==> config.mk <==
export PLATFORM = sky130hd
export DESIGN_NAME = gpio_port_clko
export DESIGN_NICKNAME = d
export VERILOG_FILES = /design/src/rtl/gpio_port_pkg.sv /design/src/rtl/gpio_port_sync.sv /design/src/rtl/gpio_port_regs.sv /design/src/rtl/gpio_port_padmux.sv /design/src/rtl/gpio_port_clko.sv
export SDC_FILE = /design/constraint.sdc
export NUM_CORES = 1
export LEC_CHECK = 0
export ABC_AREA = 1
export BUFFER_PORTS_ARGS = -buffer_cell sky130_fd_sc_hd__clkbuf_2
export CAP_MARGIN = 0
export CORE_MARGIN = 3
export CORE_UTILIZATION = 49
export CTS_CLUSTER_DIAMETER = 30
export CTS_CLUSTER_SIZE = 20
export DETAILED_ROUTE_END_ITERATION = 12
export PLACE_DENSITY = 0.78
export SYNTH_ARGS = -nofsm -noshare
export SYNTH_HDL_FRONTEND = slang
export SYNTH_HIERARCHICAL = 1
export SYNTH_SLANG_ARGS = --single-unit
==> constraint.sdc <==
create_clock -name clk -period 1.5 [get_ports clk]
set_input_delay 0.225 -clock clk [delete_from_list [all_inputs] [get_ports clk]]
set_output_delay 0.225 -clock clk [all_outputs]
set_load 0.01 [all_outputs]
==> src/rtl/gpio_port_pkg.sv <==
package gpio_port_pkg;

  // Width of the register bus data path.
  localparam int BUS_W = 8;

  // Select, bit by bit, between the stored output value and the sampled pad
  // level: a 1 in drive_mask picks the stored value.
  function automatic logic [BUS_W-1:0] merge_read(
    input logic [BUS_W-1:0] stored,
    input logic [BUS_W-1:0] sampled,
    input logic [BUS_W-1:0] drive_mask
  );
    return (stored & drive_mask) | (sampled & ~drive_mask);
  endfunction

  // Pack the direction bits and the clock-output enable into a bus word.
  function automatic logic [BUS_W-1:0] pack_dir(
    input logic [BUS_W-2:0] dir_bits,
    input logic             clk_en,
    input int               en_pos
  );
    logic [BUS_W-1:0] w;
    w = {1'b0, dir_bits};
    w[en_pos] = clk_en;
    return w;
  endfunction

endpackage

==> src/rtl/gpio_port_sync.sv <==
module gpio_port_sync #(
  parameter int WIDTH  = 6,
  parameter int STAGES = 2
) (
  input  logic             clk,
  input  logic             rst_n,
  input  logic [WIDTH-1:0] async_in,
  output logic [WIDTH-1:0] sync_out
);

  logic [WIDTH-1:0] stage_q [STAGES];

  for (genvar s = 0; s < STAGES; s++) begin : g_stage
    if (s == 0) begin : g_first
      always_ff @(posedge clk or negedge rst_n) begin
        if (!rst_n) stage_q[s] <= '0;
        else        stage_q[s] <= async_in;
      end
    end else begin : g_next
      always_ff @(posedge clk or negedge rst_n) begin
        if (!rst_n) stage_q[s] <= '0;
        else        stage_q[s] <= stage_q[s-1];
      end
    end
  end

  assign sync_out = stage_q[STAGES-1];

endmodule

==> src/rtl/gpio_port_regs.sv <==
module gpio_port_regs
  import gpio_port_pkg::*;
#(
  parameter int ADDR_W   = 4,
  parameter int NPIN     = 6,
  parameter int DATA_OFS = 2,
  parameter int DIR_OFS  = 6
) (
  input  logic              clk,
  input  logic              rst_n,
  input  logic [ADDR_W-1:0] addr,
  input  logic              we,
  input  logic [BUS_W-1:0]  wdata,
  output logic [NPIN-1:0]   value_q,
  output logic [NPIN-1:0]   dir_q,
  output logic              clk_en_q,
  output logic              data_sel,
  output logic              dir_sel
);

  localparam int EN_POS = NPIN;

  logic value_wr;
  logic dir_wr;

  assign data_sel = (addr == ADDR_W'(DATA_OFS));
  assign dir_sel  = (addr == ADDR_W'(DIR_OFS));
  assign value_wr = we & data_sel;
  assign dir_wr   = we & dir_sel;

  // Output value register: deliberately has no reset.
  always_ff @(posedge clk) begin
    if (value_wr) value_q <= wdata[NPIN-1:0];
  end

  // Direction register and clock-output enable: cleared by reset.
  always_ff @(posedge clk or negedge rst_n) begin
    if (!rst_n) begin
      dir_q    <= '0;
      clk_en_q <= 1'b0;
    end else if (dir_wr) begin
      dir_q    <= wdata[NPIN-1:0];
      clk_en_q <= wdata[EN_POS];
    end
  end

  // Reserved write bits are dropped.
  logic unused_wbits;
  assign unused_wbits = &{1'b0, wdata[BUS_W-1:EN_POS+1]};

endmodule

==> src/rtl/gpio_port_padmux.sv <==
module gpio_port_padmux #(
  parameter int NPIN     = 6,
  parameter int CLKO_PIN = 2
) (
  input  logic [NPIN-1:0] value_q,
  input  logic [NPIN-1:0] dir_q,
  input  logic            clk_en,
  input  logic            sys_clk,
  output logic [NPIN-1:0] pad_out,
  output logic [NPIN-1:0] pad_oe,
  output logic [NPIN-1:0] rd_mask
);

  for (genvar i = 0; i < NPIN; i++) begin : g_pin
    if (i == CLKO_PIN) begin : g_clko
      // Clock override takes the pin regardless of its direction bit;
      // the read path still reports the stored bit.
      assign pad_out[i] = clk_en ? sys_clk : value_q[i];
      assign pad_oe[i]  = clk_en | dir_q[i];
      assign rd_mask[i] = clk_en | dir_q[i];
    end else begin : g_plain
      assign pad_out[i] = value_q[i];
      assign pad_oe[i]  = dir_q[i];
      assign rd_mask[i] = dir_q[i];
    end
  end

endmodule

==> src/rtl/gpio_port_clko.sv <==
module gpio_port_clko
  import gpio_port_pkg::*;
#(
  parameter int ADDR_W      = 4,
  parameter int NPIN        = 6,
  parameter int CLKO_PIN    = 2,
  parameter int DATA_OFS    = 2,
  parameter int DIR_OFS     = 6,
  parameter int SYNC_STAGES = 2
) (
  input  logic              clk,
  input  logic              rst_n,
  input  logic              sys_clk,
  input  logic [ADDR_W-1:0] bus_addr,
  input  logic              bus_we,
  input  logic [BUS_W-1:0]  bus_wdata,
  output logic [BUS_W-1:0]  bus_rdata,
  input  logic [NPIN-1:0]   pad_in,
  output logic [NPIN-1:0]   pad_out,
  output logic [NPIN-1:0]   pad_oe
);

  localparam int EN_POS = NPIN;

  logic [NPIN-1:0]  value_q;
  logic [NPIN-1:0]  dir_q;
  logic             clk_en_q;
  logic             data_sel;
  logic             dir_sel;
  logic [NPIN-1:0]  pad_sync;
  logic [NPIN-1:0]  rd_mask;
  logic [BUS_W-1:0] data_word;
  logic [BUS_W-1:0] dir_word;

  gpio_port_sync #(
    .WIDTH  (NPIN),
    .STAGES (SYNC_STAGES)
  ) u_sync (
    .clk      (clk),
    .rst_n    (rst_n),
    .async_in (pad_in),
    .sync_out (pad_sync)
  );

  gpio_port_regs #(
    .ADDR_W   (ADDR_W),
    .NPIN     (NPIN),
    .DATA_OFS (DATA_OFS),
    .DIR_OFS  (DIR_OFS)
  ) u_regs (
    .clk      (clk),
    .rst_n    (rst_n),
    .addr     (bus_addr),
    .we       (bus_we),
    .wdata    (bus_wdata),
    .value_q  (value_q),
    .dir_q    (dir_q),
    .clk_en_q (clk_en_q),
    .data_sel (data_sel),
    .dir_sel  (dir_sel)
  );

  gpio_port_padmux #(
    .NPIN     (NPIN),
    .CLKO_PIN (CLKO_PIN)
  ) u_padmux (
    .value_q (value_q),
    .dir_q   (dir_q),
    .clk_en  (clk_en_q),
    .sys_clk (sys_clk),
    .pad_out (pad_out),
    .pad_oe  (pad_oe),
    .rd_mask (rd_mask)
  );

  assign data_word = merge_read(BUS_W'(value_q), BUS_W'(pad_sync), BUS_W'(rd_mask));
  assign dir_word  = pack_dir((BUS_W-1)'(dir_q), clk_en_q, EN_POS);

  always_comb begin
    if (data_sel)     bus_rdata = data_word;
    else if (dir_sel) bus_rdata = dir_word;
    else              bus_rdata = '0;
  end

endmodule

Word-level counts from Yosys, hierarchy flattened
Index checks and enable logic that the tools add are counted.
{"block": "totals", "out_inout_bits": 20, "register_bits": 25, "inputBits": 22, "elab_cells": 17}
{"block": "classes", "n_eq_ne": 2, "bitwise": 7, "mux": 3}
{"op": "$and 6x8->8", "n": 1}
{"op": "$mux 8", "n": 1}
{"op": "$not 6->8", "n": 1}
{"op": "$or 6x8->8", "n": 1}
{"op": "$mux 7", "n": 1}
{"op": "$and 6x6->6", "n": 1}
{"op": "$eq 4x2->1 const B", "n": 1}
{"op": "$eq 4x3->1 const B", "n": 1}
{"op": "$and 1x1->1", "n": 2}
{"op": "$mux 1", "n": 1}
{"op": "$or 1x1->1", "n": 1}

Longest topological paths before layout
{"block": "depth", "word_depth": 5, "mapped_depth": 7, "ltp_nobuf": 7}

By module
Netlist, hierarchy kept.
{"module": "gpio_port_regs", "n_inst": 1, "seq_area_each_um2": 355.3, "area_each_um2": 518.0, "cells_per_inst": 47}
{"module": "gpio_port_sync", "n_inst": 1, "seq_area_each_um2": 300.3, "area_each_um2": 345.3, "cells_per_inst": 18}
{"module": "gpio_port_clko", "n_inst": 1, "seq_area_each_um2": 0.0, "area_each_um2": 241.5, "cells_per_inst": 55}
{"module": "gpio_port_padmux", "n_inst": 1, "seq_area_each_um2": 0.0, "area_each_um2": 141.4, "cells_per_inst": 21}

Worst setup path after synthesis
No wires, ideal clock.
{"block": "synth_timing", "path_kind": "flip-flop to output port", "start": "reg u_regs.clk_en_q", "end": "out bus_rdata[2]", "arrival_time_ps": 1024, "path_stages_with_launch": 7, "slack_ps": 251, "path_cell_list": "dfrtp_1 > or2_1 > buf_4 > inv_1 > nand2_1 > nand3_1 > nand2_1"}
{"block": "synth_via", "elab_chain_len": 5, "elab_cells_between_ends": 6, "cone_classes": "mux: 1; bitwise: 5"}
{"item": "start: declaration", "line": "gpio_port_regs.sv:16", "source": "output logic clk_en_q,"}
{"item": "start signal: assignment", "line": "gpio_port_regs.sv:43", "source": "clk_en_q <= wdata[EN_POS];"}
{"item": "$or 1x1->1 *"}
{"item": "via pad_oe[2]", "line": "gpio_port_clko.sv:20", "source": "output logic [NPIN-1:0] pad_oe"}
{"item": "$not 6->8", "line": "gpio_port_pkg.sv:13", "source": "return (stored & drive_mask) | (sampled & ~drive_mask);"}
{"item": "$and 6x8->8", "line": "gpio_port_pkg.sv:13"}
{"item": "$or 6x8->8 *", "line": "gpio_port_pkg.sv:13"}
{"item": "$mux 8 *", "line": "gpio_port_clko.sv:80", "source": "if (data_sel) bus_rdata = data_word;"}
{"item": "end: declaration", "line": "gpio_port_clko.sv:17", "source": "output logic [BUS_W-1:0] bus_rdata,"}
Mark *: on every way through the listed nets, which the timed path passes. The rest lies on a longest branch.

Worst setup path after layout
{"block": "layout_timing", "start": "reg u_regs.clk_en_q", "end": "out bus_rdata[2]"}
{"block": "layout_via", "elab_chain_len": 5, "elab_cells_between_ends": 6, "cone_classes": "mux: 1; bitwise: 5"}
{"item": "$or 1x1->1 *", "line": "gpio_port_padmux.sv:20", "source": "assign rd_mask[i] = clk_en | dir_q[i];"}
{"item": "$not 6->8", "line": "gpio_port_pkg.sv:13"}
{"item": "$and 6x8->8", "line": "gpio_port_pkg.sv:13"}
{"item": "$or 6x8->8 *", "line": "gpio_port_pkg.sv:13"}
{"item": "$mux 8 *", "line": "gpio_port_clko.sv:80"}
Mark *: on every way between the ends. The rest lies on a longest branch, timed or not.

==> metrics.txt <==
run status finished, violations left; failing checks negative setup slack; RSZ-0062 raised after global routing yes; Chip Width 56.4 um; Iteration-0 DRC Markers 25; DR vias 924; Total Nets Final 196; clock-pin slew on the worst setup and hold paths 0.14 ns; Area Growth Syn to Fin 18.1%; vias in the first global route 847; RD Place Congestion 0.835; Register Area 656 sq um; share of layout cells above drive strength 1 0.353; Top Ports 42; VDD IR max 741 uV; starting density of the core 0.538; Worst EP required 1.27 ns; CTS tree done; H-tree depth 1; crit-path max cell delay 0.40 ns; grt met3 use 0.0391; synth warn 6; Clock Latency Late Sink 0.32 ns; Multi-input gate area 327 sq um; core area 2320 sq um; DR pass1 iterations 4; crit start category flop; M2 GR Usage 0.294; Mean Syn Cell Area 8.84 sq um; filler cell count 201; first-pass GRT wire length 3.81 mm; Synth Cell Area 1250 sq um; DP Worst Slack 0.155 ns; maximum clock frequency 650 MHz; grt ovf 0; part of the Yosys area used for sequential elements 0.526; Hold Fails Final Rpt 0; max-cap viol count 0; crit path DAT 1.31 ns; most used cell, CP nand2_2; minimum clock period 1.54 ns; PD cells 967 nW/um^2; WS Path Type reg2out; WL/cell 12.0 um; via density per instance 4.60; CTS root buffer clkbuf_4; ant diodes 0; largest net degree at the start of global routing 20; fin crit share 1.03; syn_nets 163; count of pins over their slew limit 0; total routing usage reported by global routing 0.158; Die Ht 56.4 um; cell count after synthesis 141; initial antenna violation count 0; Detail Route Antenna Nets 0; Cell Rows 17; Crit Path Max Fanout 3; post-DP HPWL 1.75 mm; kind of end point of the critical path output port; worst clock skew 0.000305 ns; hold_ws 0.0916 ns; total die area 3180 sq um; CTS Buf Count 3; clk buf depth 2; WL final 2.41 mm; GR peak layer met2; worst path cell trace or2_4, inv_2, nand2_2, nand3_2, nand2_2, buf_6; Final Setup Violations 1; WP buf/inv 2; slowest stage cell, crit path dfrtp_1; LEAKAGE 0.000818 uW; I/O Buffers 39; #FFs+latches synth 25; CTS sink count 25; Residual DRC 0; min setup slack post-route -0.0391 ns; CP top delay family simple AND/OR/NAND/NOR gates; Distinct cells, synth 17; Min-Delay Path Class in2reg; grt met1 use 0.167
power breakdown:
group | internal [uW] | switching [uW]
combinational | 159 | 165
clock | 102 | 197
sequential | 754 | 45.5
total | 1010 | 408
worst paths after layout:
kind	slack, ns	to	from	cells after the start
min in group asynchronous	0.36	u_sync/stage_q[11]$_DFF_PN0_	rst_n	2
worst max-delay path	-0.04	bus_rdata[2]	u_regs/clk_en_q$_DFFE_PN0P_	6
max in group asynchronous	0.82	u_regs/dir_q[5]$_DFFE_PN0P_	rst_n	2
worst min register to register	0.36	u_sync/sync_out[2]$_DFF_PN0_	u_sync/stage_q[8]$_DFF_PN0_	0
worst min-delay path	0.09	u_regs/value_q[0]$_DFFE_PP_	bus_wdata[0]	1
worst max register to register	0.64	u_regs/clk_en_q$_DFFE_PN0P_	u_regs/clk_en_q$_DFFE_PN0P_	4
state kept, by name (all words and copies together) (netlist names):
| name | cells |
|---|---|
| u_regs/clk_en_q | 1 |
| u_regs/dir_q | 6 |
| u_regs/value_q | 6 |
| u_sync/stage_q | 6 |
| u_sync/sync_out | 6 |
synth_stat cells:
master	n	area, sq um
and2_1	1	6.26
edfxtp_1	6	180
or2_1	1	6.26
clkbuf_2	1	5.00
dfrtp_1	19	475
nor2_1	3	11.3
inv_1	24	90.1
nor2_8	1	20.0
buf_6	1	11.3
nand2_2	1	6.26
nor2_4	1	11.3
nor3_2	1	10.0
buf_4	23	173
nand2_1	43	161
nand3_2	1	10.0
conb_1	1	3.75
nand3_1	13	65.1
cell type report:
type                            count  share of cell area
Inverter                           24              0.0612
Tap cell                           28              0.0238
Clock buffer                        3              0.0153
Timing Repair Buffer               53               0.227
Multi-Input combinational cell     67               0.222
Sequential cell                    25               0.446
Clock inverter                      1             0.00510
through the flow:
stage	instances	total power (uW)	util	area, sq um	setup TNS (ns)
6_report	201	1420	0.635	1470	-0.0391
5_1_grt	201	1510	0.635	1470	-0.193
4_1_cts	197	1380	0.605	1400	-0.0919
3_5_place_dp	186	1060	0.565	1310	0
3_3_place_gp	186	1040	0.565	1310	0
2_1_floorplan	141	1040	-	1250	0
metal layers:
layer,share of wire,wire [um],up-vias
li1,-,-,460
met1,0.37,883,413
met2,0.52,1260,43
met3,0.076,184,8
met4,0.033,80,0
met5,0,0,-
layout by cell type (no fill, tap or decap), drive strengths merged:
| master | instances |
|---|---|
| clkbuf | 39 |
| nand2 | 44 |
| clkinvlp | 1 |
| and2 | 1 |
| edfxtp | 6 |
| inv | 24 |
| buf | 10 |
| dlygate4sd3 | 7 |
| or2 | 1 |
| conb | 1 |
| nor2 | 5 |
| dfrtp | 19 |
| nand3 | 14 |
| nor3 | 1 |
worst register-to-register path, stage by stage, from the launching register on:
cell and delay [ns]:
dfrtp_1 0.40, buf_4 0.13, buf_4 0.13, nand2_1 0.06, nand2_1 0.05
what timing repair did:
| item | 4_1_cts | 5_1_grt |
|---|---|---|
| pin swaps | 2 | 3 |
| gates cloned | 0 | 0 |
| hold buffers | 4 | 3 |
| gates resized for setup | 0 | 12 |
| hold endpoints to repair | 22 | 3 |
| setup endpoints to repair | 1 | 2 |
| buffers inserted | 3 | 2 |
logic make-up after synthesis:
kind of cell,share of synthesized area
simple gates,0.247
other cells,0.00301
flops,0.526
buf+inv,0.224
(Power assumes the default switching activity.)
